File: src/rtl/spq_pkg.sv
`timescale 1ns/1ps
package spq_pkg;

  // Phase order is behavioural: armed -> quench -> recharge -> settle -> armed
  typedef enum logic [1:0] {
    PH_SETTLE   = 2'd0,  // released, waiting for a stable high
    PH_ARMED    = 2'd1,  // released, watching for a low read
    PH_QUENCH   = 2'd2,  // driven low for the hold-off window
    PH_RECHARGE = 2'd3   // driven high to restore the node
  } phase_t;

  typedef struct packed {
    logic oe;
    logic val;
  } pad_drive_t;

  // Pad condition requested by each phase
  function automatic pad_drive_t drive_for(input phase_t ph);
    pad_drive_t d;
    d.oe  = (ph == PH_QUENCH) || (ph == PH_RECHARGE);
    d.val = (ph == PH_RECHARGE);
    return d;
  endfunction

endpackage

File: src/rtl/spq_sync.sv
`timescale 1ns/1ps
module spq_sync #(
  parameter int DEPTH = 2
) (
  input  logic clk,
  input  logic rst_n,
  input  logic din,
  output logic dout
);
  localparam int LAST = DEPTH - 1;

  logic [DEPTH-1:0] chain;

  generate
    if (DEPTH == 1) begin : g_single
      always_ff @(posedge clk or negedge rst_n) begin
        if (!rst_n) chain <= '0;
        else        chain <= din;
      end
    end else begin : g_multi
      always_ff @(posedge clk or negedge rst_n) begin
        if (!rst_n) chain <= '0;
        else        chain <= {chain[DEPTH-2:0], din};
      end
    end
  endgenerate

  assign dout = chain[LAST];

endmodule

File: src/rtl/spq_timer.sv
`timescale 1ns/1ps
module spq_timer #(
  parameter int CNT_W = 8
) (
  input  logic             clk,
  input  logic             rst_n,
  input  logic             restart,
  input  logic [CNT_W-1:0] limit,
  output logic             done
);
  localparam logic [CNT_W-1:0] CNT_MAX = {CNT_W{1'b1}};

  // Index of the final cycle of a window; a zero limit behaves as one
  function automatic logic [CNT_W-1:0] final_index(input logic [CNT_W-1:0] lim);
    return (lim == '0) ? '0 : lim - 1'b1;
  endfunction

  logic [CNT_W-1:0] elapsed;

  always_ff @(posedge clk or negedge rst_n) begin
    if (!rst_n)                  elapsed <= '0;
    else if (restart)            elapsed <= '0;
    else if (elapsed != CNT_MAX) elapsed <= elapsed + 1'b1;
  end

  assign done = (elapsed >= final_index(limit));

endmodule

File: src/rtl/spq_fsm.sv
`timescale 1ns/1ps
module spq_fsm #(
  parameter int CNT_W = 8
) (
  input  logic                 clk,
  input  logic                 rst_n,
  input  logic                 sense_hi,
  input  logic                 win_done,
  input  logic [CNT_W-1:0]     hold_cycles,
  input  logic [CNT_W-1:0]     recharge_cycles,
  input  logic [CNT_W-1:0]     settle_cycles,
  output logic                 win_restart,
  output logic [CNT_W-1:0]     win_limit,
  output spq_pkg::phase_t      phase,
  output logic                 pad_oe,
  output logic                 pad_out,
  output logic                 trigger
);
  import spq_pkg::*;

  phase_t     phase_nx;
  pad_drive_t drive_nx;
  logic       avalanche;   // low read seen while armed

  always_comb begin
    phase_nx    = phase;
    win_restart = 1'b0;
    avalanche   = 1'b0;
    unique case (phase)
      PH_SETTLE: begin
        if (!sense_hi) begin
          win_restart = 1'b1;
        end else if (win_done) begin
          phase_nx    = PH_ARMED;
          win_restart = 1'b1;
        end
      end
      PH_ARMED: begin
        win_restart = 1'b1;
        if (!sense_hi) begin
          phase_nx  = PH_QUENCH;
          avalanche = 1'b1;
        end
      end
      PH_QUENCH: begin
        if (win_done) begin
          phase_nx    = PH_RECHARGE;
          win_restart = 1'b1;
        end
      end
      PH_RECHARGE: begin
        if (win_done) begin
          phase_nx    = PH_SETTLE;
          win_restart = 1'b1;
        end
      end
      default: begin
        phase_nx    = PH_RECHARGE;
        win_restart = 1'b1;
      end
    endcase
  end

  always_comb begin
    unique case (phase)
      PH_QUENCH:   win_limit = hold_cycles;
      PH_RECHARGE: win_limit = recharge_cycles;
      default:     win_limit = settle_cycles;
    endcase
  end

  assign drive_nx = drive_for(phase_nx);

  // Power-up: node is charged first, so reset lands in the recharge phase
  always_ff @(posedge clk or negedge rst_n) begin
    if (!rst_n) begin
      phase   <= PH_RECHARGE;
      pad_oe  <= 1'b1;
      pad_out <= 1'b1;
      trigger <= 1'b0;
    end else begin
      phase   <= phase_nx;
      pad_oe  <= drive_nx.oe;
      pad_out <= drive_nx.val;
      trigger <= avalanche;
    end
  end

  AST_TRIG_FROM_ARMED: assert property (@(posedge clk) disable iff (!rst_n)
    trigger |-> ($past(phase) == PH_ARMED) && !$past(sense_hi));
  AST_RELEASED_WHILE_SENSING: assert property (@(posedge clk) disable iff (!rst_n)
    (phase == PH_SETTLE || phase == PH_ARMED) |-> !pad_oe);
  AST_ARM_NEEDS_HIGH: assert property (@(posedge clk) disable iff (!rst_n)
    (phase == PH_ARMED && $past(phase) == PH_SETTLE) |-> $past(sense_hi) && $past(win_done));
  AST_QUENCH_DRIVES_LOW: assert property (@(posedge clk) disable iff (!rst_n)
    (phase == PH_QUENCH) |-> (pad_oe && !pad_out));
  AST_RECHARGE_DRIVES_HIGH: assert property (@(posedge clk) disable iff (!rst_n)
    (phase == PH_RECHARGE) |-> (pad_oe && pad_out));

endmodule

File: src/rtl/spad_quench_ctrl.sv
`timescale 1ns/1ps
module spad_quench_ctrl #(
  parameter int CNT_W      = 8,
  parameter int SYNC_DEPTH = 2
) (
  input  logic             clk,
  input  logic             rst_n,
  input  logic             pad_in,
  input  logic [CNT_W-1:0] hold_cycles,
  input  logic [CNT_W-1:0] recharge_cycles,
  input  logic [CNT_W-1:0] settle_cycles,
  output logic             pad_oe,
  output logic             pad_out,
  output logic             trigger
);
  import spq_pkg::*;

  logic             sense_hi;
  logic             win_done;
  logic             win_restart;
  logic [CNT_W-1:0] win_limit;
  phase_t           phase;

  spq_sync #(.DEPTH(SYNC_DEPTH)) u_sync (
    .clk   (clk),
    .rst_n (rst_n),
    .din   (pad_in),
    .dout  (sense_hi)
  );

  spq_timer #(.CNT_W(CNT_W)) u_timer (
    .clk     (clk),
    .rst_n   (rst_n),
    .restart (win_restart),
    .limit   (win_limit),
    .done    (win_done)
  );

  spq_fsm #(.CNT_W(CNT_W)) u_fsm (
    .clk             (clk),
    .rst_n           (rst_n),
    .sense_hi        (sense_hi),
    .win_done        (win_done),
    .hold_cycles     (hold_cycles),
    .recharge_cycles (recharge_cycles),
    .settle_cycles   (settle_cycles),
    .win_restart     (win_restart),
    .win_limit       (win_limit),
    .phase           (phase),
    .pad_oe          (pad_oe),
    .pad_out         (pad_out),
    .trigger         (trigger)
  );

  AST_TRIG_SINGLE: assert property (@(posedge clk) disable iff (!rst_n)
    trigger |=> !trigger);
  AST_TRIG_WITH_QUENCH: assert property (@(posedge clk) disable iff (!rst_n)
    trigger |-> (pad_oe && !pad_out && $past(!pad_oe)));
  AST_TRIG_NOT_RELEASED: assert property (@(posedge clk) disable iff (!rst_n)
    $past(pad_oe) |-> !trigger);

endmodule

File: config.mk
export PLATFORM = sky130hd
export DESIGN_NAME = spad_quench_ctrl
export DESIGN_NICKNAME = d
export VERILOG_FILES = /design/src/rtl/spq_pkg.sv /design/src/rtl/spq_sync.sv /design/src/rtl/spq_timer.sv /design/src/rtl/spq_fsm.sv /design/src/rtl/spad_quench_ctrl.sv
export SDC_FILE = /design/constraint.sdc
export NUM_CORES = 1
export LEC_CHECK = 0
export BUFFER_PORTS_ARGS = -buffer_cell sky130_fd_sc_hd__buf_4
export CAP_MARGIN = 20
export CORE_ASPECT_RATIO = 1.4
export CORE_MARGIN = 10
export CORE_UTILIZATION = 40
export CTS_CLUSTER_SIZE = 24
export DETAILED_ROUTE_END_ITERATION = 8
export SLEW_MARGIN = 20
export SYNTH_ARGS = -nofsm -noshare
export SYNTH_HDL_FRONTEND = slang
export SYNTH_SLANG_ARGS = --single-unit
File: constraint.sdc
create_clock -name clk -period 10.2 [get_ports clk]
set_clock_uncertainty 0.2 [all_clocks]
set_input_delay 1.53 -clock clk [delete_from_list [all_inputs] [get_ports clk]]
set_output_delay 1.53 -clock clk [all_outputs]
set_load 0.005 [all_outputs]
==> reports/metrics.cfg <==
[run_status]
status=completed

[pwr]
power_mw=0.2450
peakVddDrop_v=0.0001048
cellPowerDensity_nw_per_um2=166.4
p_leak_nw=0.6595

[sta]
relSlewSlack=0.7003
worst_slew_pin_slew_ns=0.4496
fin_tns_setup_ns=0
setup_violations=0
final_max_slew_viol_count=0
holdWs_ns=0.1501
timing.final.crit_share=0.4158
fmax_ghz=0.2358
hold_viol=0
rsz0062_at_grt=false
fin_crit_ns=4.241

[finish]
n_antenna_cell=0
final_cell_mix=29 x buf_4, 14 x nor2_1, 11 x dfrtp_1
final_nets=186
fin_util=0.5169
final_cells=186
drive_gt1_frac=0.3557
nFillCells=264
area.growth.synth_to_final_pct=24.16
final_common_cell=buf_4

[clock_tree]
post-cts-setup-buffers=0
clkTransAtPathRegs_ns=0.06
cts_hold_buf=0
htree_levels=1
cts_buffers=3
cts_max_path_buffers=2
clkSinkCount=15
cts-resized-gates=0
root_buffer=clkbuf_8
cts_tree=done
clock_latency_ns=0.25

[place]
placedCellCount=182
dp_hpwl_um=2126
numPortBuffers=29
gp_congestion=0.8061

[critical_path]
critical_path.startpoint=recharge_cycles[2]
critical_path_class=in -> reg
path_cells=buf_4, mux2_2, mux2i_2, and4_4, nand2_2, o31ai_2, ha_1, and3_1, a221o_1, clkinv_1, o221ai_2, a311oi_1
worstSetupEndpointType=register
regToRegSetupSlack_ns=6.51
r2r-start=u_fsm.phase[0]$_DFF_PN1_
slowest_stage=a221o_1
start_kind=input pin
r2r_end=u_timer.elapsed[7]$_DFFE_PN0P_
crit_arrival_ns=4.18
worstPathRequired_ns=10.14
critPathMaxFanout=8
cpPeakStageDelay_ns=0.39
ff2ff_path_depth=11
crit_end=u_timer.elapsed[7]$_DFFE_PN0P_

[grt]
grt_pass1_vias=1009
grt_pass1_wl_um=4588
grt_use_total=0.09987
grt_antenna_before_repair=0
overflow=0
grt_max_degree=17

[floorplan]
rows=23
die_w_um=66.02
ioPinCount=30
die_area_sq_um=5574
die_y_um=84.43
start_util=0.4163
core-area_sq_um=2849

[routing]
viasPerCell=5.344
drt_iter0_markers=46
ant_nets=0
dr.pass1.iters=5
wl_met3_um=175
drt_wl_total_um=2713
top_layer=met4
wl_per_cell_um=14.59
routed-wl-met2_um=1305
vias=994
m1WireLength_um=1184
drc_errors=0

[worst_hold_path]
hold_path_class=reg -> reg

[logic_synthesis]
synth-main-ff-cell=dfrtp_1
netlist-cell-type-count=45
synth_area_sq_um=1186
synth_edf_count=0
ys_seq_elements=15
avgSynthCellArea_sq_um=9.968
postSynthCellCount=119
seq_area_frac_synth=0.3207
synthArstFlopShare=1.000
yosysWarnings=0
synth_nets=155

[job]
drv_cap=0

## cell usage after synthesis (all sizes together), types with 4 or more instances
cell type	number	area (sq um)
nor2	14	52.55
nand3	4	25.02
ha	9	112.6
mux2i	11	151.4
mux2	4	48.79
dfrtp	11	275.3
a21oi	8	40.04
dfstp	4	105.1
nand2	8	32.54
## how the worst min path moves through the flow
stage,slack (ns),cells after the start,to,start
floorplan,0.13,0,u_sync.chain[1]$_DFF_PN0_,u_sync.chain[0]$_DFF_PN0_
global placement,0.14,0,u_sync.chain[1]$_DFF_PN0_,u_sync.chain[0]$_DFF_PN0_
detailed placement,0.14,0,u_sync.chain[1]$_DFF_PN0_,u_sync.chain[0]$_DFF_PN0_
CTS,0.15,0,u_sync.chain[1]$_DFF_PN0_,u_sync.chain[0]$_DFF_PN0_
global route,0.17,0,u_sync.chain[1]$_DFF_PN0_,u_sync.chain[0]$_DFF_PN0_
finish,0.15,0,u_sync.chain[1]$_DFF_PN0_,u_sync.chain[0]$_DFF_PN0_
## cell type report
class | instances | area, sq um | share of cell area
inverter | 4 | 15.01 | 0.01020
clock buffer | 3 | 41.29 | 0.02804
sequential | 15 | 380.4 | 0.2583
timing repair buffer | 29 | 217.7 | 0.1478
clock inverter | 1 | 5.005 | 0.003398
multi-input combinational | 97 | 767.0 | 0.5208
tap | 37 | 46.29 | 0.03144
## per-stage QoR
step	area, sq um	setup WS [ns]
after floorplan	1186	6.129
after global placement	1426	5.840
final	1473	5.959
after CTS	1473	5.956
after global routing	1473	5.744
after detailed placement	1426	5.728
## power by group
part | internal [mW] | leakage [nW] | switching (mW)
logic | 0.0539 | 0.447 | 0.0518
registers | 0.0718 | 0.187 | 0.0194
clock network | 0.0271 | 0.0255 | 0.0210
total | 0.153 | 0.659 | 0.0922
## kinds of logic after synthesis
kind of cell	after synthesis	synth area share
AO/OA/AOI/OAI	24	0.1456
XOR/XNOR	6	0.04431
adder cells (fa/ha/maj)	9	0.09494
buffers and inverters	7	0.03269
flip-flops	15	0.3207
multiplexers	15	0.1688
AND/OR/NAND/NOR	43	0.1931
## sequential cells by signal, indices dropped and copies added, names as in the netlist
| register | flops |
|---|---|
| u_fsm.pad_oe | 1 |
| u_sync.chain | 2 |
| u_fsm.pad_out | 1 |
| u_fsm.trigger | 1 |
| u_timer.elapsed | 8 |
| u_fsm.phase | 2 |
## critical path: cells and delay by family
family	cells	cell delay (ns)
and+or+nand+nor	3	0.56
muxes	2	0.52
adders and majority gates	1	0.29
buffers and inverters	2	0.18
AOI/OAI and AO/OA	4	1.10
## layer usage
| metal | track usage | vias to the layer above |
|---|---|---|
| met3 | 0.02394 | 5 |
| li1 | - | 494 |
| met2 | 0.1667 | 35 |
| met5 | 0 | - |
| met1 | 0.1137 | 460 |
| met4 | 0.04971 | 0 |
No activity file was read; power rests on OpenSTA's default activity.
